File: config.mk
export PLATFORM = sky130hd
export DESIGN_NAME = hbridge_gate_seq
export DESIGN_NICKNAME = d
export VERILOG_FILES = /design/src/rtl/hbg_pkg.sv /design/src/rtl/hbg_sync.sv /design/src/rtl/hbg_ctrl.sv /design/src/rtl/hbg_leg.sv /design/src/rtl/hbridge_gate_seq.sv
export SDC_FILE = /design/constraint.sdc
export NUM_CORES = 1
export LEC_CHECK = 0
export ABC_CLOCK_PERIOD_IN_PS = 2780
export BUFFER_PORTS_ARGS = -buffer_cell sky130_fd_sc_hd__buf_2
export CAP_MARGIN = 20
export CORE_MARGIN = 10
export CORE_UTILIZATION = 55
export DETAILED_ROUTE_END_ITERATION = 8
export GPL_ROUTABILITY_DRIVEN = 0
export PLACE_DENSITY = 0.73
export SKIP_LAST_GASP = 1
export SLEW_MARGIN = 20
export SYNTH_ARGS = -nofsm -noshare
export SYNTH_HDL_FRONTEND = slang
export SYNTH_SLANG_ARGS = --single-unit
File: constraint.sdc
create_clock -name clk -period 2.78 [get_ports clk]
set_input_delay 0.417 -clock clk [delete_from_list [all_inputs] [get_ports clk]]
set_output_delay 0.417 -clock clk [all_outputs]
set_load 0.02 [all_outputs]
File: src/rtl/hbg_pkg.sv
package hbg_pkg;

   typedef enum logic [1:0] {
      LEG_FLOAT = 2'd0,
      LEG_HIGH  = 2'd1,
      LEG_LOW   = 2'd2
   } leg_cmd_t;

   // cycles in a nanosecond interval at a clock given in kHz
   function automatic int unsigned ns_to_cycles(int unsigned khz, int unsigned ns);
      longint unsigned prod;
      prod = longint'(khz) * longint'(ns);
      return int'(prod / 64'd1_000_000);
   endfunction

   // cycles in a microsecond interval at a clock given in kHz
   function automatic int unsigned us_to_cycles(int unsigned khz, int unsigned us);
      longint unsigned prod;
      prod = longint'(khz) * longint'(us);
      return int'(prod / 64'd1_000);
   endfunction

endpackage

File: src/rtl/hbg_sync.sv
module hbg_sync #(
   parameter int unsigned     WIDTH   = 7,
   parameter int unsigned     STAGES  = 2,
   parameter logic [WIDTH-1:0] RST_VAL = '0
) (
   input  logic             clk,
   input  logic             rst_n,
   input  logic [WIDTH-1:0] d,
   output logic [WIDTH-1:0] q
);

   if (STAGES < 2) begin : g_bad_stages
      $error("hbg_sync: STAGES must be at least 2");
   end
   if (WIDTH < 1) begin : g_bad_width
      $error("hbg_sync: WIDTH must be at least 1");
   end

   logic [WIDTH-1:0] stg [STAGES];

   always_ff @(posedge clk or negedge rst_n) begin
      if (!rst_n) begin
         for (int s = 0; s < int'(STAGES); s++) stg[s] <= RST_VAL;
      end else begin
         stg[0] <= d;
         for (int s = 1; s < int'(STAGES); s++) stg[s] <= stg[s-1];
      end
   end

   assign q = stg[STAGES-1];

endmodule

File: src/rtl/hbg_ctrl.sv
module hbg_ctrl
   import hbg_pkg::*;
#(
   parameter int unsigned WAKE_CYC = 10_000
) (
   input  logic     clk,
   input  logic     rst_n,
   input  logic     dir_req,
   input  logic     drive_en,
   input  logic     brake_sel,
   input  logic     run,
   input  logic     fault,
   input  logic     izero,
   output leg_cmd_t cmd_a,
   output leg_cmd_t cmd_b
);

   localparam int unsigned WW = $clog2(WAKE_CYC + 1);

   if (WAKE_CYC < 8) begin : g_bad_wake
      $error("hbg_ctrl: WAKE_CYC must be at least 8");
   end

   logic          fast;
   logic          dir;
   logic          dir_q;
   logic          zlat;
   logic [WW-1:0] wake_cnt;
   logic          ready;
   logic          hold;

   assign fast  = !drive_en && !brake_sel;
   assign dir   = drive_en ? dir_req : !dir_req;
   assign ready = (wake_cnt == WW'(WAKE_CYC));

   always_ff @(posedge clk or negedge rst_n) begin
      if (!rst_n) begin
         dir_q <= 1'b0;
         zlat  <= 1'b0;
      end else begin
         dir_q <= dir;
         if (!fast || (dir != dir_q)) zlat <= 1'b0;
         else if (izero)              zlat <= 1'b1;
      end
   end

   always_ff @(posedge clk or negedge rst_n) begin
      if (!rst_n)      wake_cnt <= '0;
      else if (!run)   wake_cnt <= '0;
      else if (!ready) wake_cnt <= wake_cnt + 1'b1;
   end

   assign hold = !run || fault || !ready || (fast && zlat);

   always_comb begin
      if (hold) begin
         cmd_a = LEG_FLOAT;
         cmd_b = LEG_FLOAT;
      end else if (!drive_en && brake_sel) begin
         cmd_a = LEG_LOW;
         cmd_b = LEG_LOW;
      end else begin
         cmd_a = dir ? LEG_HIGH : LEG_LOW;
         cmd_b = dir ? LEG_LOW  : LEG_HIGH;
      end
   end

endmodule

File: src/rtl/hbg_leg.sv
module hbg_leg
   import hbg_pkg::*;
#(
   parameter int unsigned DT_CYC = 25
) (
   input  logic     clk,
   input  logic     rst_n,
   input  leg_cmd_t cmd,
   output logic     gate_hi,
   output logic     gate_lo
);

   localparam int unsigned CW = $clog2(DT_CYC + 1);

   if (DT_CYC < 1) begin : g_bad_dt
      $error("hbg_leg: DT_CYC must be at least 1");
   end

   logic [CW-1:0] gap;
   logic          keep;

   assign keep = (cmd == LEG_HIGH && gate_hi) || (cmd == LEG_LOW && gate_lo);

   always_ff @(posedge clk or negedge rst_n) begin
      if (!rst_n) begin
         gate_hi <= 1'b0;
         gate_lo <= 1'b0;
         gap     <= '0;
      end else if (keep) begin
         gap <= '0;
      end else if (gate_hi || gate_lo) begin
         gate_hi <= 1'b0;
         gate_lo <= 1'b0;
         gap     <= '0;
      end else if (gap == CW'(DT_CYC)) begin
         gate_hi <= (cmd == LEG_HIGH);
         gate_lo <= (cmd == LEG_LOW);
      end else begin
         gap <= gap + 1'b1;
      end
   end

endmodule

File: src/rtl/hbridge_gate_seq.sv
module hbridge_gate_seq
   import hbg_pkg::*;
#(
   parameter int unsigned CLK_KHZ     = 50_000,
   parameter int unsigned DEAD_NS     = 500,
   parameter int unsigned WAKE_US     = 200,
   parameter int unsigned SYNC_STAGES = 2
) (
   input  logic clk,
   input  logic rst_n,
   input  logic phase_i,
   input  logic enable_i,
   input  logic mode_i,
   input  logic awake_i,
   input  logic uv_flt_i,
   input  logic ot_flt_i,
   input  logic izero_i,
   output logic a_hi_o,
   output logic a_lo_o,
   output logic b_hi_o,
   output logic b_lo_o
);

   localparam int unsigned DT_CYC   = ns_to_cycles(CLK_KHZ, DEAD_NS);
   localparam int unsigned WAKE_CYC = us_to_cycles(CLK_KHZ, WAKE_US);
   localparam int unsigned NIN      = 7;
   // bit order: izero, ot, uv, awake, mode, enable, phase
   localparam logic [NIN-1:0] SYNC_RST = 7'b0110000;

   if (DT_CYC < 1) begin : g_bad_dead
      $error("hbridge_gate_seq: dead time rounds to zero cycles");
   end

   logic [NIN-1:0] raw;
   logic [NIN-1:0] syn;
   leg_cmd_t       cmd [2];
   logic [1:0]     hi;
   logic [1:0]     lo;

   assign raw = {izero_i, ot_flt_i, uv_flt_i, awake_i, mode_i, enable_i, phase_i};

   hbg_sync #(
      .WIDTH   (NIN),
      .STAGES  (SYNC_STAGES),
      .RST_VAL (SYNC_RST)
   ) u_sync (
      .clk   (clk),
      .rst_n (rst_n),
      .d     (raw),
      .q     (syn)
   );

   hbg_ctrl #(
      .WAKE_CYC (WAKE_CYC)
   ) u_ctrl (
      .clk       (clk),
      .rst_n     (rst_n),
      .dir_req   (syn[0]),
      .drive_en  (syn[1]),
      .brake_sel (syn[2]),
      .run       (syn[3]),
      .fault     (syn[4] | syn[5]),
      .izero     (syn[6]),
      .cmd_a     (cmd[0]),
      .cmd_b     (cmd[1])
   );

   for (genvar g = 0; g < 2; g++) begin : g_leg
      hbg_leg #(
         .DT_CYC (DT_CYC)
      ) u_leg (
         .clk     (clk),
         .rst_n   (rst_n),
         .cmd     (cmd[g]),
         .gate_hi (hi[g]),
         .gate_lo (lo[g])
      );
   end

   assign a_hi_o = hi[0];
   assign a_lo_o = lo[0];
   assign b_hi_o = hi[1];
   assign b_lo_o = lo[1];

endmodule

After elaboration in Yosys (flattened, before gate mapping)
Cells that the tools add are included.

word-level totals
  output and inout port bits = 4
  word-level logic and storage cells = 79
  bits in registers = 44

cells by class
  add/subtract/negate cells = 3
  bitwise logic cells = 3
  reductions and logical operators = 26
  muxes and demuxes = 25
  equality and inequality tests = 11

operators by type and width
  cell                   count
  $mux 5                 6
  $mux 14                2
  $add 14x1->14 const B  1
  $eq 14x14->1 const B   1
  $mux 2                 6
  $mux 1                 11
  $add 5x1->5 const B    2
  $eq 5x5->1 const B     2
  $logic_or 1x1->1       8
  $logic_and 1x1->1      7
  $logic_not 1->1        6
  $ne 3x1->1 const B     2
  $reduce_bool 2->1      3
  $eq 2x1->1 const B     2
  $eq 2x2->1 const B     2
  $reduce_and 2->1       2
  $ne 2x2->1 const B     1
  $not 1->1              2
  $ne 1x1->1             1
  $or 1x1->1             1

Depth between registers and ports, before layout
  depth in word-level cells = 10
  gate-level depth with buffers = 6
  gate-level depth less buffers = 5

Cells and area by module
From an unflattened synthesis, not the netlist that was laid out.

unflattened totals
  cell total of the unflattened synthesis = 196
  area, all modules = 2215.9 um^2

modules (own cells, without submodules)
  module            area each (um^2)  cells each  instances
  hbg_ctrl          930.9             98          1
  hbg_leg           435.4             38          2
  hbg_sync          407.9             21          1
  hbridge_gate_seq  6.3               1           1

Worst setup path before layout
No wires, ideal clock.

  path kind = register to register
  start = register u_ctrl.wake_cnt[2]
  end = register g_leg[1].u_leg.gate_lo
  data required time = 2669 ps
  arrival time = 1889 ps
  stages on the path, launching flop included = 6
  period minus slack after synthesis = 2001 ps
  path slack = 779 ps
  cell sequence = dfrtp_1 > buf_6 > or4_1 > or4_4 > buf_6 > a2111oi_2

on the way
  word-level cells in the longest chain between the ends = 10
  elaborated cells between the ends (all ways) = 14
  those cells by class = eq/ne (3); mux (3); bitwise (1); reduce/logical (7)

ends and longest elaborated chain
  what                                      line                          RTL
  start, declared                           hbg_ctrl.sv:28                logic [WW-1:0] wake_cnt;
  start signal, assigned                    hbg_ctrl.sv:50                else if (!ready) wake_cnt <= wake_cnt + 1'b1;
  $eq 14x14->1 (*)                          hbg_ctrl.sv:34                assign ready = (wake_cnt == WW'(WAKE_CYC));
  $logic_not 1->1 (*)                       -
  $logic_or 1x1->1 (*) (2 in series)        hbg_ctrl.sv:53                assign hold = !run || fault || !ready || (fast && zlat);
  $mux 2 (*)                                hbg_ctrl.sv:56                if (hold) begin
  $eq 2x1->1 or $eq 2x2->1 (tied branches)  hbg_leg.sv:22, hbg_leg.sv:37
  $logic_and 1x1->1                         hbg_leg.sv:22                 assign keep = (cmd == LEG_HIGH && gate_hi) || (cmd == LEG_LOW && gate_lo);
  $logic_or 1x1->1                          hbg_leg.sv:22
  $not 1->1 (no source line)                -
  $reduce_and 2->1 (no source line)         -
  end signal, assigned                      hbg_leg.sv:37                 gate_lo <= (cmd == LEG_LOW);
  end, declared                             hbg_leg.sv:10                 output logic gate_lo

Mark *: on every way between the ends. The rest lies on a longest branch, timed or not. The select of a mux whose other input is x is not followed.
A chain may end at the register's enable or synchronous reset.

Worst setup path after layout
  start = register u_ctrl.wake_cnt[2]
  end = register g_leg[0].u_leg.gate_lo

on the way
  word-level cells in the longest chain between the ends = 10
  elaborated cells between the ends (all ways) = 14
  those cells by class = eq/ne (3); mux (3); bitwise (1); reduce/logical (7)

ends and longest elaborated chain
  what                                      line
  $eq 14x14->1 (*)                          hbg_ctrl.sv:34
  $logic_not 1->1 (*)                       -
  $logic_or 1x1->1 (*) (2 in series)        hbg_ctrl.sv:53
  $mux 2 (*)                                hbg_ctrl.sv:56
  $eq 2x1->1 or $eq 2x2->1 (tied branches)  hbg_leg.sv:22, hbg_leg.sv:37
  $logic_and 1x1->1                         hbg_leg.sv:22
  $logic_or 1x1->1                          hbg_leg.sv:22
  $not 1->1 (no source line)                -
  $reduce_and 2->1 (no source line)         -
  end signal, assigned                      hbg_leg.sv:37
  end, declared                             hbg_leg.sv:10

Marked as above.

==> run metrics <==
outcome complete, no violations; Crit path largest cell delay 0.61 ns; slew of the pin with the lowest slew margin 0.915 ns; die area 6380 sq um; Worst slew margin 39.0%; crit path launch type flip-flop; Crit path buffers/inverters 0; total placed cells including tap cells 226; MaxCap Viol Count 0; CP delay by family, top simple AND/OR/NAND/NOR gates; final-report hold violation count 0; static leakage 0.860 nW; Starting DRT DRC Count 125; Final period util 73.2%; post-synth design cell area 1970 sq um; PortBufs 12; Synth area leaders dfrtp_1 (51%), dfstp_2 (5.3%), ha_1 (3.8%); worst reg-to-reg path cell count 3; Nets 202; clk_lat worst skew 0.36 ns; Worst Setup EP g_leg[0].u_leg.gate_lo$_DFFE_PN0P_; CTS resizes 0; vias in the first global route 1316; WP data arrival 2.30 ns; initial core utilization 58.2%; power density cells 487 nW/um^2; syn_nets 188; Max Freq 0.491 GHz; Die Wd 79.9 um; Levels on crit path 3; routed wire length 3400 um; Fillers 278; share of cells above drive strength 1 16.0%; DRT Pass-1 Iters 4; WHS 0.147 ns; RSZ-0062 raised after global routing false; Critical path origin u_ctrl.wake_cnt[2]$_DFFE_PN0P_; power share of the combinational group 4.1%; internal power 795 uW; R2R Setup Slk 0.74 ns; Antenna Violating Nets Remaining 0; largest net degree at the start of global routing 45; via count 1367; CTS buffer count 5; Slowest-stage cell, CP or4_4; Psw 237 uW; crit path time final 2.04 ns; Synth area leader dfrtp_1; Slew Viols, Final 0; total congestion overflow 0; number of synthesized register bits 44; FF-to-FF Start u_ctrl.wake_cnt[2]$_DFFE_PN0P_; total power 1.03 mW; Synth top area share 50.7%; register area share after synthesis 56.1%; Avg WL per Cell 14.5 um; dpl hpwl 2470 um; H-tree levels 2; crit path kind reg2reg; Worst R2R End g_leg[0].u_leg.gate_lo$_DFFE_PN0P_; Die H 79.9 um; CTS tree built; Warnings, synthesis 0; Setup crit end kind flip-flop; post-synth cell types 34; fin cells 234; Core ar. 3390 sq um; Post-CTS Setup Bufs 0; first-pass GRT wire length 5890 um; VDD IR-drop max 362 uV; CTS Hold Bufs 0; Mapped Cells 173; Area growth syn-to-layout 7.36%; share of power burned in the clock network 30.6%; syn_area_per_cell 11.4 sq um; detailed-route vias per instance 5.84; Post-DP Area 2060 sq um; fraction of power consumed by sequential logic 65.2%; clock root buffer clkbuf_4; Crit path required time 3.05 ns; row cnt 21; Residual DRC 0; CP Max Fanout 8; Post-Route Setup TNS 0 ns; switching share of power 23.0%; maximum clock insertion buffer count 2; Antenna diodes 0; design area 2120 sq um; Setup-failing EPs final 0; clock skew 0.0176 ns; initial antenna violation count 0; crit path cell chain or4_1 -> or4_4 -> nor4b_2; io pins 13; CTS sink cnt 44; HP Class in2reg; total global-route track usage 11.4%; Clock Pin Slew Worst Setup and Hold Paths 0.12 ns
## metal layers
| layer | share of wire, % | global-route usage (%) | up-vias | wire length (um) |
|---|---|---|---|---|
| met3 | 4.9 | 4.28 | 8 | 165 |
| met2 | 49 | 18.9 | 29 | 1680 |
| met1 | 44 | 13.1 | 684 | 1500 |
| met5 | 0 | 0 | - | 0 |
| met4 | 1.9 | 4.23 | 0 | 63 |
| li1 | - | - | 646 | - |
## worst min path at each step
stage	from	to	slack, ns	depth (start not counted)
final	uv_flt_i	u_sync.stg[11]$_DFF_PN1_	0.15	1
after global routing	uv_flt_i	u_sync.stg[11]$_DFF_PN1_	0.12	1
after CTS	uv_flt_i	u_sync.stg[11]$_DFF_PN1_	0.13	1
after detailed placement	u_sync.stg[8]$_DFF_PN0_	u_sync.q[1]$_DFF_PN0_	0.34	0
after global placement	u_sync.stg[9]$_DFF_PN0_	u_sync.q[2]$_DFF_PN0_	0.33	0
after floorplan	rst_n	g_leg[0].u_leg.gap[0]$_DFFE_PN0P_	0.12	0
## layout make-up
class                   instances  area [sq um]  share of cell area, %
clock buffers                   6          51.3                   2.42
clock inverters                 2          10.0                  0.473
inverters                      12          45.0                   2.13
multi-input cells             112           788                   37.2
flip-flops and latches         44          1110                   52.2
well taps                      46          57.6                   2.72
repair buffers                 12          60.1                   2.84
## sequential cells by signal, summed over array words and instances, names as in the netlist
| name | count |
|---|---|
| g_leg.u_leg.gate_hi | 2 |
| g_leg.u_leg.gap | 10 |
| u_ctrl.wake_cnt | 14 |
| g_leg.u_leg.gate_lo | 2 |
| u_ctrl.dir_q | 1 |
| u_ctrl.zlat | 1 |
| u_sync.stg | 7 |
| u_sync.q | 7 |
## metrics by stage
stage	util, %	setup WS [ns]
after CTS	62.5	0.726
after global placement	60.7	0.840
after global routing	62.5	0.667
final	62.5	0.744
after detailed placement	60.7	0.756
after floorplan	-	0.779
## cells in the mapped netlist, drive strengths merged
cell,count
nor4,6
ha,6
and4b,2
nor3b,1
inv,12
dfrtp,40
or4,4
nor2,6
nand2b,3
a2111o,1
xor2,5
o21ai,5
or4b,1
mux2i,7
a21oi,9
xnor2,7
o31ai,2
buf,3
a2111oi,4
nand2,14
nand3,10
nand4b,2
dfstp,4
or3,4
nand4,3
nor4b,2
clkbuf,2
o2bb2ai,1
nor3,6
mux2,1
## cells in the final DEF (no fill, tap or decap), drive strengths merged, types with 5 or more instances in the layout
cell type,n
nand2,14
buf,12
xor2,5
nor4,6
nand3,10
dfrtp,40
o21ai,5
ha,6
inv,12
a21oi,9
nor2,6
nor3,6
mux2i,7
xnor2,7
clkbuf,6
## logic make-up after synthesis
| kind of cell | count (synthesis) | synth area share [%] |
|---|---|---|
| simple gates | 64 | 19.0 |
| flops | 44 | 56.1 |
| compound gates | 22 | 7.74 |
| buf+inv | 17 | 3.99 |
| xor+xnor | 12 | 5.33 |
| mux | 8 | 4.12 |
| fa+ha+maj | 6 | 3.80 |
## power groups by stage
stage | Clock, mW | Combinational, mW | Sequential (mW)
floorplan | 0 | 0.0279 | 0.678
finish | 0.316 | 0.0427 | 0.673
global placement | 0 | 0.0418 | 0.684
CTS | 0.329 | 0.0447 | 0.673
detailed placement | 0 | 0.0442 | 0.685
global route | 0.350 | 0.0501 | 0.675
No activity file was read; power rests on OpenSTA's default activity.
